[src/rtl/adc_rd_pkg.sv]
package adc_rd_pkg;
  typedef enum logic [2:0] {
    ST_IDLE,
    ST_CAL,
    ST_CALGAP,
    ST_FRAME,
    ST_CSGAP
  } seq_state_e;
endpackage

[src/rtl/adc_rd_seq.sv]
module adc_rd_seq
  import adc_rd_pkg::*;
#(
  parameter int SCLK_HALF   = 2,
  parameter int CAL_HI_CYC  = 250,
  parameter int CAL_GAP_CYC = 250,
  parameter int CS_GAP_CYC  = 2,
  parameter int DUAL_EDGES  = 33,
  parameter int SNGL_EDGES  = 47,
  parameter int EDGE_W      = 6
) (
  input  logic              clk_i,
  input  logic              rst_ni,
  input  logic              start_i,
  input  logic              cal_req_i,
  input  logic              single_line_i,
  output logic              cs_no,
  output logic              sclk_o,
  output logic              cal_o,
  output logic              busy_o,
  output logic              smp_o,
  output logic [EDGE_W-1:0] edge_o,
  output logic              single_o
);
  localparam int M1      = (CAL_HI_CYC > CAL_GAP_CYC) ? CAL_HI_CYC : CAL_GAP_CYC;
  localparam int M2      = (CS_GAP_CYC > SCLK_HALF) ? CS_GAP_CYC : SCLK_HALF;
  localparam int TMR_MAX = (M1 > M2) ? M1 : M2;
  localparam int TMR_W   = $clog2(TMR_MAX + 1);

  seq_state_e        state_q;
  logic [TMR_W-1:0]  tmr_q;
  logic [EDGE_W-1:0] edge_q;
  logic              cs_q, sclk_q, cal_q, single_q;
  logic              half_done;
  logic [EDGE_W-1:0] last_edge;

  assign half_done = (tmr_q == TMR_W'(SCLK_HALF - 1));
  assign last_edge = single_q ? EDGE_W'(SNGL_EDGES) : EDGE_W'(DUAL_EDGES);

  always_ff @(posedge clk_i or negedge rst_ni) begin
    if (!rst_ni) begin
      state_q  <= ST_IDLE;
      tmr_q    <= '0;
      edge_q   <= '0;
      cs_q     <= 1'b1;
      sclk_q   <= 1'b1;
      cal_q    <= 1'b0;
      single_q <= 1'b0;
    end else begin
      unique case (state_q)
        ST_IDLE: begin
          tmr_q <= '0;
          if (cal_req_i) begin
            state_q <= ST_CAL;
            cal_q   <= 1'b1;
          end else if (start_i) begin
            state_q  <= ST_FRAME;
            cs_q     <= 1'b0;
            edge_q   <= '0;
            single_q <= single_line_i;
          end
        end
        ST_CAL: begin
          if (tmr_q == TMR_W'(CAL_HI_CYC - 1)) begin
            cal_q   <= 1'b0;
            tmr_q   <= '0;
            state_q <= ST_CALGAP;
          end else begin
            tmr_q <= tmr_q + 1'b1;
          end
        end
        ST_CALGAP: begin
          if (tmr_q == TMR_W'(CAL_GAP_CYC - 1)) begin
            state_q <= ST_IDLE;
            tmr_q   <= '0;
          end else begin
            tmr_q <= tmr_q + 1'b1;
          end
        end
        ST_FRAME: begin
          if (half_done) begin
            tmr_q  <= '0;
            sclk_q <= ~sclk_q;
            if (sclk_q) begin
              edge_q <= edge_q + 1'b1;
            end else if (edge_q == last_edge) begin
              cs_q    <= 1'b1;
              state_q <= ST_CSGAP;
            end
          end else begin
            tmr_q <= tmr_q + 1'b1;
          end
        end
        ST_CSGAP: begin
          if (tmr_q == TMR_W'(CS_GAP_CYC - 1)) begin
            state_q <= ST_IDLE;
            tmr_q   <= '0;
          end else begin
            tmr_q <= tmr_q + 1'b1;
          end
        end
        default: state_q <= ST_IDLE;
      endcase
    end
  end

  // rising edge is scheduled this cycle: data has been stable a full half period
  assign smp_o    = (state_q == ST_FRAME) && half_done && !sclk_q;
  assign edge_o   = edge_q;
  assign single_o = single_q;
  assign cs_no    = cs_q;
  assign sclk_o   = sclk_q;
  assign cal_o    = cal_q;
  assign busy_o   = (state_q != ST_IDLE);

  a_r9_cal_blocks_cs: assert property (@(posedge clk_i) disable iff (!rst_ni)
    cal_q |-> cs_q);
  a_r9_cal_gap: assert property (@(posedge clk_i) disable iff (!rst_ni)
    $fell(cal_q) |=> cs_q);
  a_r2_sclk_idle_high: assert property (@(posedge clk_i) disable iff (!rst_ni)
    cs_q |-> sclk_q);
  a_r3_edge_bound: assert property (@(posedge clk_i) disable iff (!rst_ni)
    (state_q == ST_FRAME) |-> (edge_q <= last_edge));
  a_r8_cs_gap: assert property (@(posedge clk_i) disable iff (!rst_ni)
    $rose(cs_q) |=> cs_q);
  a_r10_mode_held: assert property (@(posedge clk_i) disable iff (!rst_ni)
    (!cs_q && $past(!cs_q)) |-> $stable(single_q));
endmodule

[src/rtl/adc_rd_lane.sv]
module adc_rd_lane #(
  parameter int DATA_W = 14
) (
  input  logic              clk_i,
  input  logic              rst_ni,
  input  logic              shift_i,
  input  logic              bit_i,
  output logic [DATA_W-1:0] word_o,
  output logic [DATA_W-1:0] next_o
);
  logic [DATA_W-1:0] sr_q;

  assign next_o = {sr_q[DATA_W-2:0], bit_i};

  always_ff @(posedge clk_i or negedge rst_ni) begin
    if (!rst_ni)      sr_q <= '0;
    else if (shift_i) sr_q <= next_o;
  end

  assign word_o = sr_q;
endmodule

[src/rtl/adc_dual_rd.sv]
module adc_dual_rd #(
  parameter int SCLK_HALF   = 2,
  parameter int CAL_HI_CYC  = 250,
  parameter int CAL_GAP_CYC = 250,
  parameter int CS_GAP_CYC  = 2,
  parameter int CONV_EDGES  = 18,
  parameter int DATA_W      = 14,
  parameter int OUT_W       = 16
) (
  input  logic             clk_i,
  input  logic             rst_ni,
  input  logic             start_i,
  input  logic             cal_req_i,
  input  logic             single_line_i,
  input  logic             sdata_a_i,
  input  logic             sdata_b_i,
  output logic             cs_no,
  output logic             sclk_o,
  output logic             cal_o,
  output logic             busy_o,
  output logic             res_valid_o,
  output logic [OUT_W-1:0] res_a_o,
  output logic [OUT_W-1:0] res_b_o
);
  localparam int A_FIRST  = CONV_EDGES + 1;
  localparam int A_LAST   = A_FIRST + DATA_W - 1;
  localparam int B_FIRST  = A_LAST + 1;
  localparam int B_LAST   = B_FIRST + DATA_W - 1;
  localparam int DUAL_END = B_FIRST;
  localparam int SNGL_END = B_LAST + 1;
  localparam int EDGE_W   = $clog2(SNGL_END + 1);
  localparam int EXT_W    = OUT_W - DATA_W;
  localparam int LANES    = 2;

  logic              smp, single;
  logic [EDGE_W-1:0] edge_n;
  logic              win_a, win_b, last_bit;

  adc_rd_seq #(
    .SCLK_HALF  (SCLK_HALF),
    .CAL_HI_CYC (CAL_HI_CYC),
    .CAL_GAP_CYC(CAL_GAP_CYC),
    .CS_GAP_CYC (CS_GAP_CYC),
    .DUAL_EDGES (DUAL_END),
    .SNGL_EDGES (SNGL_END),
    .EDGE_W     (EDGE_W)
  ) u_seq (
    .clk_i        (clk_i),
    .rst_ni       (rst_ni),
    .start_i      (start_i),
    .cal_req_i    (cal_req_i),
    .single_line_i(single_line_i),
    .cs_no        (cs_no),
    .sclk_o       (sclk_o),
    .cal_o        (cal_o),
    .busy_o       (busy_o),
    .smp_o        (smp),
    .edge_o       (edge_n),
    .single_o     (single)
  );

  assign win_a    = smp && (edge_n >= EDGE_W'(A_FIRST)) && (edge_n <= EDGE_W'(A_LAST));
  assign win_b    = smp && (edge_n >= EDGE_W'(B_FIRST)) && (edge_n <= EDGE_W'(B_LAST));
  assign last_bit = smp && (edge_n == (single ? EDGE_W'(B_LAST) : EDGE_W'(A_LAST)));

  logic [LANES-1:0]             lane_en, lane_bit;
  logic [LANES-1:0][DATA_W-1:0] lane_word, lane_next, lane_val;

  for (genvar g = 0; g < LANES; g++) begin : g_lane
    if (g == 0) begin : g_first
      assign lane_en[g]  = win_a;
      assign lane_bit[g] = sdata_a_i;
    end else begin : g_second
      // single-line: second word trails the first on line A
      assign lane_en[g]  = single ? win_b : win_a;
      assign lane_bit[g] = single ? sdata_a_i : sdata_b_i;
    end

    adc_rd_lane #(.DATA_W(DATA_W)) u_lane (
      .clk_i  (clk_i),
      .rst_ni (rst_ni),
      .shift_i(lane_en[g]),
      .bit_i  (lane_bit[g]),
      .word_o (lane_word[g]),
      .next_o (lane_next[g])
    );

    assign lane_val[g] = lane_en[g] ? lane_next[g] : lane_word[g];
  end

  logic             valid_q;
  logic [OUT_W-1:0] res_a_q, res_b_q;

  always_ff @(posedge clk_i or negedge rst_ni) begin
    if (!rst_ni) begin
      valid_q <= 1'b0;
      res_a_q <= '0;
      res_b_q <= '0;
    end else begin
      valid_q <= last_bit;
      if (last_bit) begin
        res_a_q <= {{EXT_W{lane_val[0][DATA_W-1]}}, lane_val[0]};
        res_b_q <= {{EXT_W{lane_val[1][DATA_W-1]}}, lane_val[1]};
      end
    end
  end

  assign res_valid_o = valid_q;
  assign res_a_o     = res_a_q;
  assign res_b_o     = res_b_q;

  a_r7_valid_pulse: assert property (@(posedge clk_i) disable iff (!rst_ni)
    res_valid_o |=> !res_valid_o);
  a_r7_valid_in_frame: assert property (@(posedge clk_i) disable iff (!rst_ni)
    res_valid_o |-> !cs_no);
  a_r7_sign_ext: assert property (@(posedge clk_i) disable iff (!rst_ni)
    res_valid_o |-> (res_a_o[OUT_W-1] == res_a_o[DATA_W-1]) && (res_b_o[OUT_W-1] == res_b_o[DATA_W-1]));
endmodule

[config.mk]
export PLATFORM = sky130hd
export DESIGN_NAME = adc_dual_rd
export DESIGN_NICKNAME = d
export VERILOG_FILES = /design/src/rtl/adc_rd_pkg.sv /design/src/rtl/adc_rd_seq.sv /design/src/rtl/adc_rd_lane.sv /design/src/rtl/adc_dual_rd.sv
export SDC_FILE = /design/constraint.sdc
export NUM_CORES = 1
export LEC_CHECK = 0
export BUFFER_PORTS_ARGS = -buffer_cell sky130_fd_sc_hd__buf_2
export CAP_MARGIN = 0
export CORE_ASPECT_RATIO = 1.5
export CORE_UTILIZATION = 52
export DETAILED_ROUTE_END_ITERATION = 16
export MAX_ROUTING_LAYER = met4
export PLACE_DENSITY = 0.75
export SYNTH_ARGS = -nofsm -noshare
export SYNTH_HDL_FRONTEND = slang
export SYNTH_SLANG_ARGS = --single-unit
[constraint.sdc]
create_clock -name clk_i -period 2.1 [get_ports clk_i]
set_input_delay 0.105 -clock clk_i [delete_from_list [all_inputs] [get_ports clk_i]]
set_output_delay 0.105 -clock clk_i [all_outputs]
set_load 0.03 [all_outputs]
# == Word-level counts from Yosys, hierarchy flattened ==
# Cells that the tools add are included.
# classes
n_eq_ne,19
muxes,32
bitwise_logic,2
add_sub_neg,2
n_reduce_logical,21
n_lt_le_gt_ge,4
# ops
op,count
14-bit two-way mux,2
3-bit two-way mux,8
6-bit two-way mux,4
8-bit one-hot mux with 3 select lines,1
8-bit two-way mux,2
3-bit one-hot mux with 5 select lines,1
6-bit equality test,2
6-bit <= comparator (second input constant),2
2-bit by 1-bit inequality test with 1-bit output (second input constant),6
6-bit one-hot mux with 2 select lines,1
1-bit two-way mux,9
8-bit by 1-bit adder with 8-bit output (second input constant),1
8-bit by 1-bit equality test with 1-bit output (second input constant),1
8-bit equality test (second input constant),1
4-bit two-way mux,2
2-bit inequality test (second input constant),4
1-bit logical AND,7
7-bit AND reduction,1
6-bit by 1-bit adder with 6-bit output (second input constant),1
3-bit by 2-bit equality test with 1-bit output (second input constant),2
6-bit by 5-bit >= comparator with 1-bit output (second input constant),1
6-bit >= comparator (second input constant),1
3-bit AND reduction,2
6-bit AND reduction,1
other kinds (12),17
# totals
register_bits,78
output_inout_bits,37
in_bits,7
elab_cells,92

# == Longest topological paths before layout ==
# Gate-level depths: netlist (run 1).
# depth
depth_word,7
ltp_mapped,9
depth_no_buf,7

# == Cells and area by module ==
# From an unflattened synthesis (run 1), not the netlist that was laid out.
# hier_totals
hier_cells,347
area_unflattened_um2,3908.7
# by_module_without_submodules
module,n_inst,cells_per_inst,area_per_inst_um2,seq_area_each_um2
adc_dual_rd,1,145,1471.4,725.7
adc_rd_lane,2,43,624.3,350.3
adc_rd_seq,1,116,1188.6,528.0

# == Worst setup path before layout (run 1) ==
# Ideal clock, no wire load.
# synth_path
path_kind,register -> register
start,register u_seq.tmr_q[1]
end,"register res_a_q[10], in the netlist res_a_o[10]"
synth_period_minus_slack_ps,2270
setup_time_ps,125
setup_slack_ps,-170
path_buffers,1
t_arrival_ps,2145
path_stages_with_launch,9
required_time_ps,1975
path_cell_list,dfrtp_1 > inv_1 > ha_1 > nor4b_4 > nand2_2 > nor4_4 > buf_6 > mux2_4 > mux2_2
# synth_lines
item,line_no,source
"start, declared",adc_rd_seq.sv:31,logic [TMR_W-1:0] tmr_q;
"start signal, assigned",adc_rd_seq.sv:69,tmr_q <= tmr_q + 1'b1;
"start signal, assigned",adc_rd_seq.sv:77,tmr_q <= tmr_q + 1'b1;
"start signal, assigned",adc_rd_seq.sv:91,tmr_q <= tmr_q + 1'b1;
"end signal, assigned",adc_dual_rd.sv:102,"res_a_q <= {{EXT_W{lane_val[0][DATA_W-1]}}, lane_val[0]};"
"end, declared",adc_dual_rd.sv:92,"logic [OUT_W-1:0] res_a_q, res_b_q;"

==> reports/qor.csv, run 1 <==
stage,metric,value,unit
yosys,ys_types,49,
critical_path,critPathSlowestCell,dfrtp_1,
yosys,ys_seq_area_share,52.9,%
sta,finalCriticalPeriod,2.33,ns
sta,period_share,111,%
finish,area_growth,27.9,%
clock_network,path_clk_slew,0.08,ns
critical_path,reg2reg_slack,-0.23,ns
detailed_routing,num_vias,2504,
floorplan,core.rowCount,37,
sta,relSlewSlack,66.7,%
floorplan,pin_count,44,
critical_path,critPathMaxFanout,7,
clock_network,insertion_delay,0.35,ns
sta,timing.fmax,0.429,GHz
finish,multiInputGateArea,0.00173,mm2
floorplan,die_y,105,um
yosys,async_flop_share,100,%
run_status,status,"finished, violations left",
critical_path,start_kind,flop,
global_route,grt-busiest-layer,met2,
placement,port_buffers,43,
detailed_routing,drc_errors,0,
critical_path,crit_chain,"ha_2, or3_4, a32oi_4, nor4_4, buf_4, clkbuf_16, mux2_4, mux2_4",
detailed_routing,drtIter0Drc,140,
global_route,grt_start_max_net_pins,43,
yosys,synth_top_area_share,51.5,%
global_route,grt_use_total,22.5,%
yosys,synth_area,0.00369,mm2
clock_network,cts_root_buf,clkbuf_8,
global_route,grt_overflow,0,
finish,postLayoutCellArea,0.00472,mm2
critical_path,crit_path_end_kind,flop,
floorplan,die_x,70.8,um
critical_path,cp_common_cell,mux2_4,
yosys,synth_flop_cell,dfrtp_1,
critical_path,worst_path_largest_cell_delay,0.43,ns
placement,dpl-instance-area,0.00429,mm2
floorplan,start_util,53.9,%
yosys,post_synth.cell_area_avg,13.5,um2
global_route,met2_usage,36.0,%
job,max_cap_violations,0,
detailed_routing,wl_per_cell,17.1,um
clock_network,numCtsBuffers,9,
clock_network,clockBufferDepth,2,
sta,fin_worst_skew,0.0121,ns
sta,rsz0062_at_grt,true,
global_route,antenna_found_initial,0,
yosys,synth_cells,274,
min_path,hold_path_class,in -> reg,
finish,nets,381,
floorplan,core,0.00685,mm2
finish,diodes,0,
placement,gp_congestion,0.892,
pwr,cellPowerDensity,1010,mW/mm2
pwr,power.leakage,0.00234,uW
yosys,ys_top_cells_by_count,"76 x dfrtp_1, 31 x mux2_4, 22 x mux2_2",
sta,finalSetupViolCount,29,
critical_path,path_class,reg -> reg,
sta,setup_ws,-0.230,ns
detailed_routing,antenna_left,0,
finish,num-fill-cells,496,
global_route,grtUsageMet3,5.30,%
clock_network,cts.sinks,78,
yosys,ys_ff_latch,78,
sta,worst_slew_pin_slew,0.500,ns
finish,drive_gt1_share,49.6,%
yosys,synth_nets,287,
detailed_routing,wl,7.72,mm
clock_network,htree_levels,3,
detailed_routing,via_per_inst,5.55,
global_route,grtUsageMet1,27.4,%
critical_path,cp.arrival,2.57,ns
pwr,ir_worst_vdd,0.000835,V
placement,dp_hpwl,5.13,mm
run_status,violations,setup timing,
yosys,synth.most_common_cell,dfrtp_1,
global_route,grt_pass1_wl,12.4,mm
detailed_routing,drt_pass1_iterations,6,
yosys,ys_warn_count,0,
global_route,first_global_vias,2537,
yosys,yosysTopAreaCell,dfrtp_1,
clock_network,cts_tree,built,
yosys,yosys-top-cells-area,"dfrtp_1 52%, mux2_4 13%, mux2_2 6.7%",
finish,regArea,0.00195,mm2
sta,hold_violations,0,
floorplan,die-area,0.00745,mm2
sta,whs,0.0407,ns
critical_path,crit_required,2.34,ns
sta,maxSlewViolCount,0,
yosys,synth_edf_count,0,
[state kept, by name, summed over array words and instances (netlist names)]
name / flops
u_seq.cs_no: 1
res_a_o: 14
u_seq.edge_o: 6
u_seq.sclk_o: 1
res_b_o: 14
res_valid_o: 1
g_lane.u_lane.word_o: 28
u_seq.state_q: 3
u_seq.single_o: 1
u_seq.tmr_q: 8
u_seq.cal_o: 1
[routing by layer]
layer | share of wire [%] | wire, um | up-vias
met5 | 0 | 0 | -
met4 | 1.6 | 121 | 0
met3 | 2.9 | 223 | 9
met2 | 53 | 4070 | 54
met1 | 43 | 3310 | 1281
li1 | - | - | 1160
[worst paths after layout]
| check | start | to | cells past startpoint |
|---|---|---|---|
| worst max-delay path | u_seq.edge_o[0]$_DFFE_PN0P_ | res_a_o[5]$_DFFE_PN0P_ | 8 |
| worst min-delay path | sdata_a_i | g_lane[0].u_lane.word_o[0]$_DFF_PN0_ | 2 |
| worst max register to register | u_seq.edge_o[0]$_DFFE_PN0P_ | res_a_o[5]$_DFFE_PN0P_ | 8 |
| worst min register to register | res_b_o[3]$_DFFE_PN0P_ | res_b_o[3]$_DFFE_PN0P_ | 1 |
| max in group asynchronous | rst_ni | res_b_o[8]$_DFFE_PN0P_ | 3 |
| min in group asynchronous | rst_ni | u_seq.tmr_q[0]$_DFFE_PN0P_ | 2 |
[cell type report]
cell class | count | area share [%]
inverters | 9 | 0.715
clock inverters | 3 | 0.397
well taps | 78 | 2.07
clock buffers | 13 | 3.37
multi-input cells | 173 | 36.6
repair buffers | 97 | 15.4
flip-flops and latches | 78 | 41.4
[stage by stage]
step / instances / setup slack (ns) / utilization (%) / total power (uW) / TNS [ns]
after global placement: 426 / -0.145 / 62.6 / 3570 / -2.46
final: 451 / -0.230 / 68.9 / 4790 / -5.36
after detailed placement: 426 / -0.226 / 62.6 / 3630 / -4.53
after CTS: 445 / -0.233 / 65.7 / 4670 / -4.86
after floorplan: 274 / -0.132 / - / 2910 / -2.53
after global routing: 451 / -0.321 / 68.9 / 5100 / -8.52
[timing repair]
action / 4_1_cts / 5_1_grt
hold buffers: 2 / 0
cloned: 0 / 2
endpoints found under the setup margin: 30 / 54
gates resized for setup: 3 / 32
pin swaps: 2 / 3
endpoints found under the hold margin: 35 / 0
buffers inserted: 1 / 4
[layout by cell type (no fill, tap or decap), drive strengths merged, types with 5 or more instances in the layout]
master / Yosys / final
a21oi: 11 / 11
buf: 11 / 93
clkbuf: 3 / 15
dfrtp: 76 / 76
ha: 6 / 6
inv: 9 / 9
mux2: 58 / 58
nand2: 12 / 12
nand4: 5 / 5
nor2: 15 / 15
nor3: 6 / 6
o21ai: 8 / 8
xnor2: 7 / 7
[logic make-up (layout without fill, tap and decap cells)]
kind of cell             after synthesis  in the layout  share of synthesized area (%)
adder cells (fa/ha/maj)                6              6                           2.03
XOR/XNOR                               8              8                           1.90
buffers and inverters                 23            122                           4.00
flip-flops                            78             78                           52.9
AO/OA/AOI/OAI                         36             36                           7.29
AND/OR/NAND/NOR                       64             64                           10.7
multiplexers                          59             59                           21.1
[critical path: cells and delay by family (launching register included)]
family	cells	cell delay [ns]
multiplexers	2	0.57
adder cells (fa/ha/maj)	1	0.22
buffers and inverters	2	0.32
AND/OR/NAND/NOR	2	0.42
AO/OA/AOI/OAI	1	0.24
flip-flops	1	0.43
[report_power, final]
part / switching, uW / internal [uW]
sequential: 178 / 1690
combinational: 989 / 930
clock: 516 / 493
total: 1680 / 3110
No activity file was read; power rests on OpenSTA's default activity.
==> run 2, diff against run 1 <==
--- a/config.mk
+++ b/config.mk
@@ -5,13 +5,15 @@
 export SDC_FILE = /design/constraint.sdc
 export NUM_CORES = 1
 export LEC_CHECK = 0
-export BUFFER_PORTS_ARGS = -buffer_cell sky130_fd_sc_hd__buf_2
 export CAP_MARGIN = 0
 export CORE_ASPECT_RATIO = 1.5
-export CORE_UTILIZATION = 52
+export CORE_UTILIZATION = 57
 export DETAILED_ROUTE_END_ITERATION = 16
+export DONT_BUFFER_PORTS = 1
 export MAX_ROUTING_LAYER = met4
 export PLACE_DENSITY = 0.75
+export SKIP_CTS_REPAIR_TIMING = 1
+export SKIP_LAST_GASP = 1
 export SYNTH_ARGS = -nofsm -noshare
 export SYNTH_HDL_FRONTEND = slang
 export SYNTH_SLANG_ARGS = --single-unit
==> reports/qor.csv, run 2 (synthesis gave the netlist of run 1 again) <==
stage,metric,value,unit,change
critical_path,critPathSlowestCell,dfrtp_1,,
global_route,grt_overflow,0,,unchanged
finish,largest_reg_flops,28,,unchanged
critical_path,startpoint,u_seq.edge_o[1]$_DFFE_PN0P_,,
detailed_routing,drtIter0Drc,132,,-5.7%
critical_path,critPathMaxFanout,7,,unchanged
floorplan,core,0.00622,mm2,-9.2%
critical_path,path_class,reg -> reg,,
run_status,violations,setup timing,,
floorplan,die-area,0.00681,mm2,-8.6%
job,max_cap_violations,0,,unchanged
clock_network,clockBufferDepth,2,,unchanged
global_route,grt_use_total,22.3,%,-0.18 points
sta,finalCriticalPeriod,2.32,ns,-0.0114 ns
sta,finalSetupViolCount,32,,+10%
floorplan,die_y,101,um,-4.4%
sta,worst_slew_pin_slew,0.438,ns,-0.0626 ns
placement,port_buffers,0,,-100%
critical_path,crit_path_end_kind,flop,,
finish,postLayoutCellArea,0.00448,mm2,-5.1%
sta,maxSlewViolCount,0,,unchanged
global_route,grt_pass1_wl,11.0,mm,-12%
sta,timing.fmax,0.431,GHz,+0.49%
pwr,cellPowerDensity,1100,mW/mm2,+8.9%
detailed_routing,drc_errors,0,,unchanged
floorplan,start_util,59.4,%,+5.5 points
run_status,status,"finished, violations left",,
placement,dp_hpwl,4.66,mm,-9.1%
critical_path,r2r-start,u_seq.edge_o[1]$_DFFE_PN0P_,,
global_route,grt_start_max_net_pins,79,,+84%
floorplan,core.rowCount,35,,-5.4%
clock_network,cts.sinks,78,,unchanged
clock_network,path_clk_slew,0.09,ns,about the same
finish,drive_gt1_share,43.0,%,-6.6 points
clock_network,cts_root_buf,clkbuf_8,,
finish,nets,338,,-11%
finish,layout_common_cells,"76 x dfrtp_1, 44 x buf_4, 38 x mux2_4",,
finish,area_growth,21.4,%,
floorplan,pin_count,44,,unchanged
sta,period_share,110,%,-0.54 points
finish,multiInputGateArea,0.00166,mm2,-4.0%
detailed_routing,num_vias,2318,,-7.4%
finish,diodes,0,,unchanged
global_route,antenna_found_initial,0,,unchanged
critical_path,start_kind,flop,,
detailed_routing,wl_per_cell,17.6,um,+3.1%
pwr,power.leakage,0.00212,uW,-9.5%
detailed_routing,drt_pass1_iterations,4,,-2
sta,setup_ws,-0.218,ns,+0.0114 ns
sta,fin_worst_skew,0.00884,ns,-0.00328 ns
critical_path,worst_path_largest_cell_delay,0.44,ns,about the same
clock_network,cts_tree,built,,
global_route,first_global_vias,2357,,-7.1%
min_path,min-delay-start,cal_req_i,,
detailed_routing,via_per_inst,5.74,,+3.3%
detailed_routing,wl,7.13,mm,-7.6%
placement,gp_congestion,0.869,,-2.6%
clock_network,numCtsBuffers,9,,unchanged
min_path,hold_path_class,in -> reg,,
sta,finalSetupTns,-4.82,ns,+0.540 ns
floorplan,die_x,67.7,um,-4.4%
finish,layout_commonest_cell,dfrtp_1,,
detailed_routing,antenna_left,0,,unchanged
clock_network,htree_levels,3,,unchanged
critical_path,cp_common_cell,mux2_4,,
sta,rsz0062_at_grt,true,,
sta,hold_violations,0,,unchanged
critical_path,crit_chain,"ha_2, or3_4, a32oi_4, o32ai_4, clkbuf_16, mux2_4, mux2_4",,
placement,dpl-instance-area,0.00403,mm2,-6.2%
critical_path,cp.arrival,2.57,ns,about the same
clock_network,insertion_delay,0.36,ns,about the same
finish,regArea,0.00195,mm2,unchanged
pwr,ir_worst_vdd,0.000842,V,+0.76%
critical_path,crit_required,2.35,ns,about the same
sta,relSlewSlack,70.6,%,+3.9 points
finish,num-fill-cells,426,,-14%
## run 2: power breakdown
group | total [uW] | switching (uW) | internal, uW
clock network | 1280 | 592 | 687
logic | 1760 | 908 | 856
registers | 1910 | 221 | 1690
total | 4950 | 1720 | 3230
## run 2: worst max-delay path, delay by kind of cell (launching register included)
kind,cells,cell delay (ns)
muxes,2,0.57
AOI/OAI and AO/OA,2,0.45
DFF,1,0.44
and+or+nand+nor,1,0.34
adders and majority gates,1,0.22
buffers and inverters,1,0.20
## run 2: per-stage QoR
| step | cells | hold WS (ns) | worst slack [ns] | power (uW) | util [%] |
|---|---|---|---|---|---|
| 2_1_floorplan | 274 | -0.191 | -0.132 | 2910 | - |
| 3_3_place_gp | 375 | -0.189 | -0.104 | 3450 | 64.7 |
| 3_5_place_dp | 375 | -0.189 | -0.188 | 3500 | 64.7 |
| 4_1_cts | 391 | -0.577 | -0.188 | 4790 | 68.4 |
| 5_1_grt | 404 | 0.0221 | -0.276 | 5240 | 72.0 |
| 6_report | 404 | 0.0328 | -0.218 | 4950 | 72.0 |
## run 2: worst paths after layout
check / endpoint / slack, ns / depth (start not counted)
hold / removal: u_seq.single_o$_DFFE_PN0P_ / 0.03 / 2
min in group asynchronous: u_seq.state_q[0]$_DFFE_PN0P_ / 0.29 / 2
setup reg to reg: res_b_o[6]$_DFFE_PN0P_ / -0.22 / 7
max in group asynchronous: u_seq.sclk_o$_DFFE_PN1N_ / 1.49 / 2
setup / recovery: res_b_o[6]$_DFFE_PN0P_ / -0.22 / 7
hold reg to reg: res_a_o[13]$_DFFE_PN0P_ / 0.50 / 1
## run 2: metal layers
metal	vias up	GRT usage [%]	part of all wire, %
met1	1174	26.7	43
met3	10	6.33	4.8
met5	-	-	0
met4	0	9.00	1.6
met2	49	34.9	50
li1	1085	-	-
## run 2: final cells by class
class / instances / area share, %
Inverter: 9 / 0.754
Sequential cell: 78 / 43.6
Timing Repair Buffer: 54 / 11.3
Clock buffer: 9 / 2.77
Tap cell: 74 / 2.07
Clock inverter: 7 / 2.35
Multi-Input combinational cell: 173 / 37.1
==> run 3, diff against run 2 <==
--- a/config.mk
+++ b/config.mk
@@ -5,8 +5,10 @@
 export SDC_FILE = /design/constraint.sdc
 export NUM_CORES = 1
 export LEC_CHECK = 0
+export ABC_AREA = 1
 export CAP_MARGIN = 0
 export CORE_ASPECT_RATIO = 1.5
+export CORE_MARGIN = 2
 export CORE_UTILIZATION = 57
 export DETAILED_ROUTE_END_ITERATION = 16
 export DONT_BUFFER_PORTS = 1
==> reports/qor.csv, run 3 <==
stage,metric,value,unit,change
run_status,status,"finished, violations left",,
run_status,violations,hold timing,,
detailed_routing,drtIter0Drc,190,,+44%
min_path,min-delay-start,cal_req_i,,
global_route,grt_use_total,22.6,%,+0.26 points
yosys,synth_cells,442,,+61%
sta,fin_worst_skew,0.0128,ns,+0.00396 ns
sta,hold_violations,1,,+1
yosys,yosys-top-cells-area,"dfrtp_1 51%, nand2_1 18%, nand3_1 4.7%",,
yosys,synth_top_area_share,50.8,%,-0.71 points
finish,utilization,63.3,%,-8.8 points
critical_path,cp.arrival,2.11,ns,-0.46 ns
sta,whs,-0.00747,ns,-0.0402 ns
critical_path,path_class,reg -> reg,,
yosys,ys_top_cells_by_count,"182 x nand2_1, 76 x dfrtp_1, 35 x nand3_1",,
critical_path,reg2reg_slack,0.24,ns,+0.46 ns
clock_network,numCtsBuffers,9,,unchanged
yosys,ys_seq_area_share,52.2,%,-0.73 points
pwr,ir_worst_vdd,0.000658,V,-22%
min_path,hold_path_class,in -> reg,,
sta,timing.fmax,0.538,GHz,+25%
floorplan,pin_count,44,,unchanged
yosys,synth.most_common_cell,nand2_1,,
placement,gp_congestion,0.891,,+2.6%
yosys,yosysTopAreaCell,dfrtp_1,,
clock_network,cts.sinks,78,,unchanged
placement,dp_hpwl,4.96,mm,+6.4%
critical_path,startpoint,u_seq.edge_o[0]$_DFFE_PN0P_,,
yosys,ys_types,29,,-41%
finish,area_growth,8.89,%,
finish,largest_reg_flops,28,,unchanged
detailed_routing,drc_errors,0,,unchanged
detailed_routing,num_vias,2802,,+21%
clock_network,cts_root_buf,clkbuf_8,,
finish,layout_commonest_cell,nand2_1,,
critical_path,cp_common_cell,nand2_1,,
placement,dpl-instance-area,0.00378,mm2,-6.1%
yosys,synth_nets,455,,+59%
global_route,grt_start_max_net_pins,79,,unchanged
placement,dp_cells,511,,+36%
floorplan,die_x,70.2,um,+3.6%
sta,period_share,88.5,%,-22 points
detailed_routing,wl_per_cell,13.5,um,-23%
min_path,min_path_cells,3,,+1
critical_path,start_kind,flop,,
critical_path,crit_chain,"inv_1, ha_1, nand3_1, nand2_2, nor2_4, nor2_8, nand2_4, nand2_1, nand2_1, nand2_1, nand2_1",,
yosys,synth_edf_count,0,,unchanged
sta,finalSetupTns,0,ns,+4.82 ns
sta,worst_slew_pin_slew,0.466,ns,+0.0287 ns
clock_network,insertion_delay,0.36,ns,about the same
global_route,first_global_vias,2812,,+19%
critical_path,r2r-start,u_seq.edge_o[0]$_DFFE_PN0P_,,
critical_path,crit_path_end_kind,flop,,
critical_path,r2r.worst_path.cells,11,,+4
sta,finalCriticalPeriod,1.86,ns,-0.460 ns
finish,postLayoutCellArea,0.00408,mm2,-9.0%
min_path,min_to,u_seq.cs_no$_DFFE_PN1P_,,
floorplan,die_y,103,um,+2.7%
sta,relSlewSlack,68.9,%,-1.7 points
yosys,ys_warn_count,0,,unchanged
finish,drive_gt1_share,13.8,%,-29 points
placement,pre_cts_ws,0.253,ns,+0.440 ns
sta,finalSetupViolCount,0,,-100%
finish,nets,464,,+37%
detailed_routing,wl,7.20,mm,+0.91%
critical_path,r2r-end,res_b_o[0]$_DFFE_PN0P_,,
floorplan,core.rowCount,36,,+2.9%
floorplan,start_util,58.1,%,-1.3 points
pwr,power.leakage,0.00220,uW,+3.7%
detailed_routing,via_per_inst,5.27,,-8.2%
critical_path,worst_path_largest_cell_delay,0.47,ns,+0.03 ns
job,max_cap_violations,0,,unchanged
clock_network,path_clk_slew,0.07,ns,-0.02 ns
critical_path,critPathSlowestCell,dfrtp_1,,
pwr,cellPowerDensity,993,mW/mm2,-10%
global_route,grt_overflow,0,,unchanged
finish,diodes,0,,unchanged
global_route,antenna_found_initial,0,,unchanged
sta,setup_ws,0.242,ns,+0.460 ns
yosys,ys_ff_latch,78,,unchanged
yosys,synth_flop_cell,dfrtp_1,,
placement,port_buffers,0,,unchanged
clock_network,cts_tree,built,,
detailed_routing,drt_pass1_iterations,4,,unchanged
yosys,post_synth.cell_area_avg,8.47,um2,-37%
sta,rsz0062_at_grt,false,,
sta,maxSlewViolCount,0,,unchanged
critical_path,critPathMaxFanout,15,,+8
finish,final-instance-count-excl-fill,532,,+32%
detailed_routing,antenna_left,0,,unchanged
yosys,synth_area,0.00374,mm2,+1.4%
yosys,async_flop_share,100,%,unchanged
floorplan,core,0.00644,mm2,+3.6%
finish,layout_common_cells,"182 x nand2_1, 76 x dfrtp_1, 35 x nand3_1",,
clock_network,clockBufferDepth,2,,unchanged
critical_path,crit_required,2.35,ns,about the same
clock_network,htree_levels,3,,unchanged
floorplan,die-area,0.00724,mm2,+6.4%
global_route,grt_pass1_wl,12.4,mm,+13%
==> run 3: changes by cell type in the layout (fill, tap and decap cells not counted), moves of 4 or more <==
cell | previous run | this run
nand2_1 | 11 | 182
mux2_4 | 38 | 0
buf_4 | 44 | 7
nand3_1 | 3 | 35
nand2_2 | 1 | 24
inv_1 | 6 | 28
mux2_2 | 16 | 0
o21ai_0 | 5 | 15
a21oi_1 | 11 | 2
nor2_1 | 15 | 23
xnor2_1 | 7 | 2
xor2_1 | 1 | 6
mux2_1 | 4 | 0
==> run 3: worst max-delay path: cells and delay by family (launching register included) <==
| kind | cells | cell delay (ns) |
|---|---|---|
| buffers and inverters | 1 | 0.15 |
| flip-flops | 1 | 0.47 |
| AND/OR/NAND/NOR | 9 | 0.98 |
| adder cells (fa/ha/maj) | 1 | 0.16 |
==> run 3: logic make-up (layout without fill, tap and decap cells) <==
group | Yosys count | in the layout | synth area share (%)
AND/OR/NAND/NOR | 284 | 284 | 34.8
flip-flops | 78 | 78 | 52.2
buffers and inverters | 45 | 59 | 6.05
AO/OA/AOI/OAI | 21 | 21 | 3.01
XOR/XNOR | 8 | 8 | 1.87
adder cells (fa/ha/maj) | 6 | 6 | 2.01
==> run 3: area by class of cell <==
cell class                      count  area, um2
Clock buffer                       13        159
Clock inverter                      3       68.8
Fill cell                         553       2370
Inverter                           31        116
Multi-Input combinational cell    319       1560
Sequential cell                    78       1950
Tap cell                           76       95.1
Timing Repair Buffer               12        120
==> run 3: worst max-delay path by stage <==
stage,to,depth (start not counted)
2_1_floorplan,res_b_o[10]$_DFFE_PN0P_,12
4_1_cts,res_b_o[13]$_DFFE_PN0P_,11
6_report,res_b_o[0]$_DFFE_PN0P_,11
5_1_grt,res_b_o[2]$_DFFE_PN0P_,12
3_3_place_gp,res_b_o[0]$_DFFE_PN0P_,11
3_5_place_dp,res_b_o[4]$_DFFE_PN0P_,11
==> run 3: power by group <==
part	internal, uW	leakage, uW	switching (uW)	total (uW)
clock	738	0.000114	529	1270
combinational	319	0.00103	660	979
sequential	1630	0.00105	172	1800
==> run 3: routing by layer <==
layer  GRT usage, %  vias to the layer above  routed length, um
li1               -                     1392                  -
met3           6.40                       19                298
met4           9.91                        0                170
met5              -                        -                  0
met1           23.6                     1330               2970
met2           39.9                       61               3760
==> run 3: per-stage QoR <==
stage	power [uW]	hold WS [ns]
floorplan	2540	-0.191
global placement	2730	-0.188
detailed placement	2760	-0.188
CTS	4030	-0.581
global route	4290	0.0422
finish	4050	-0.00747
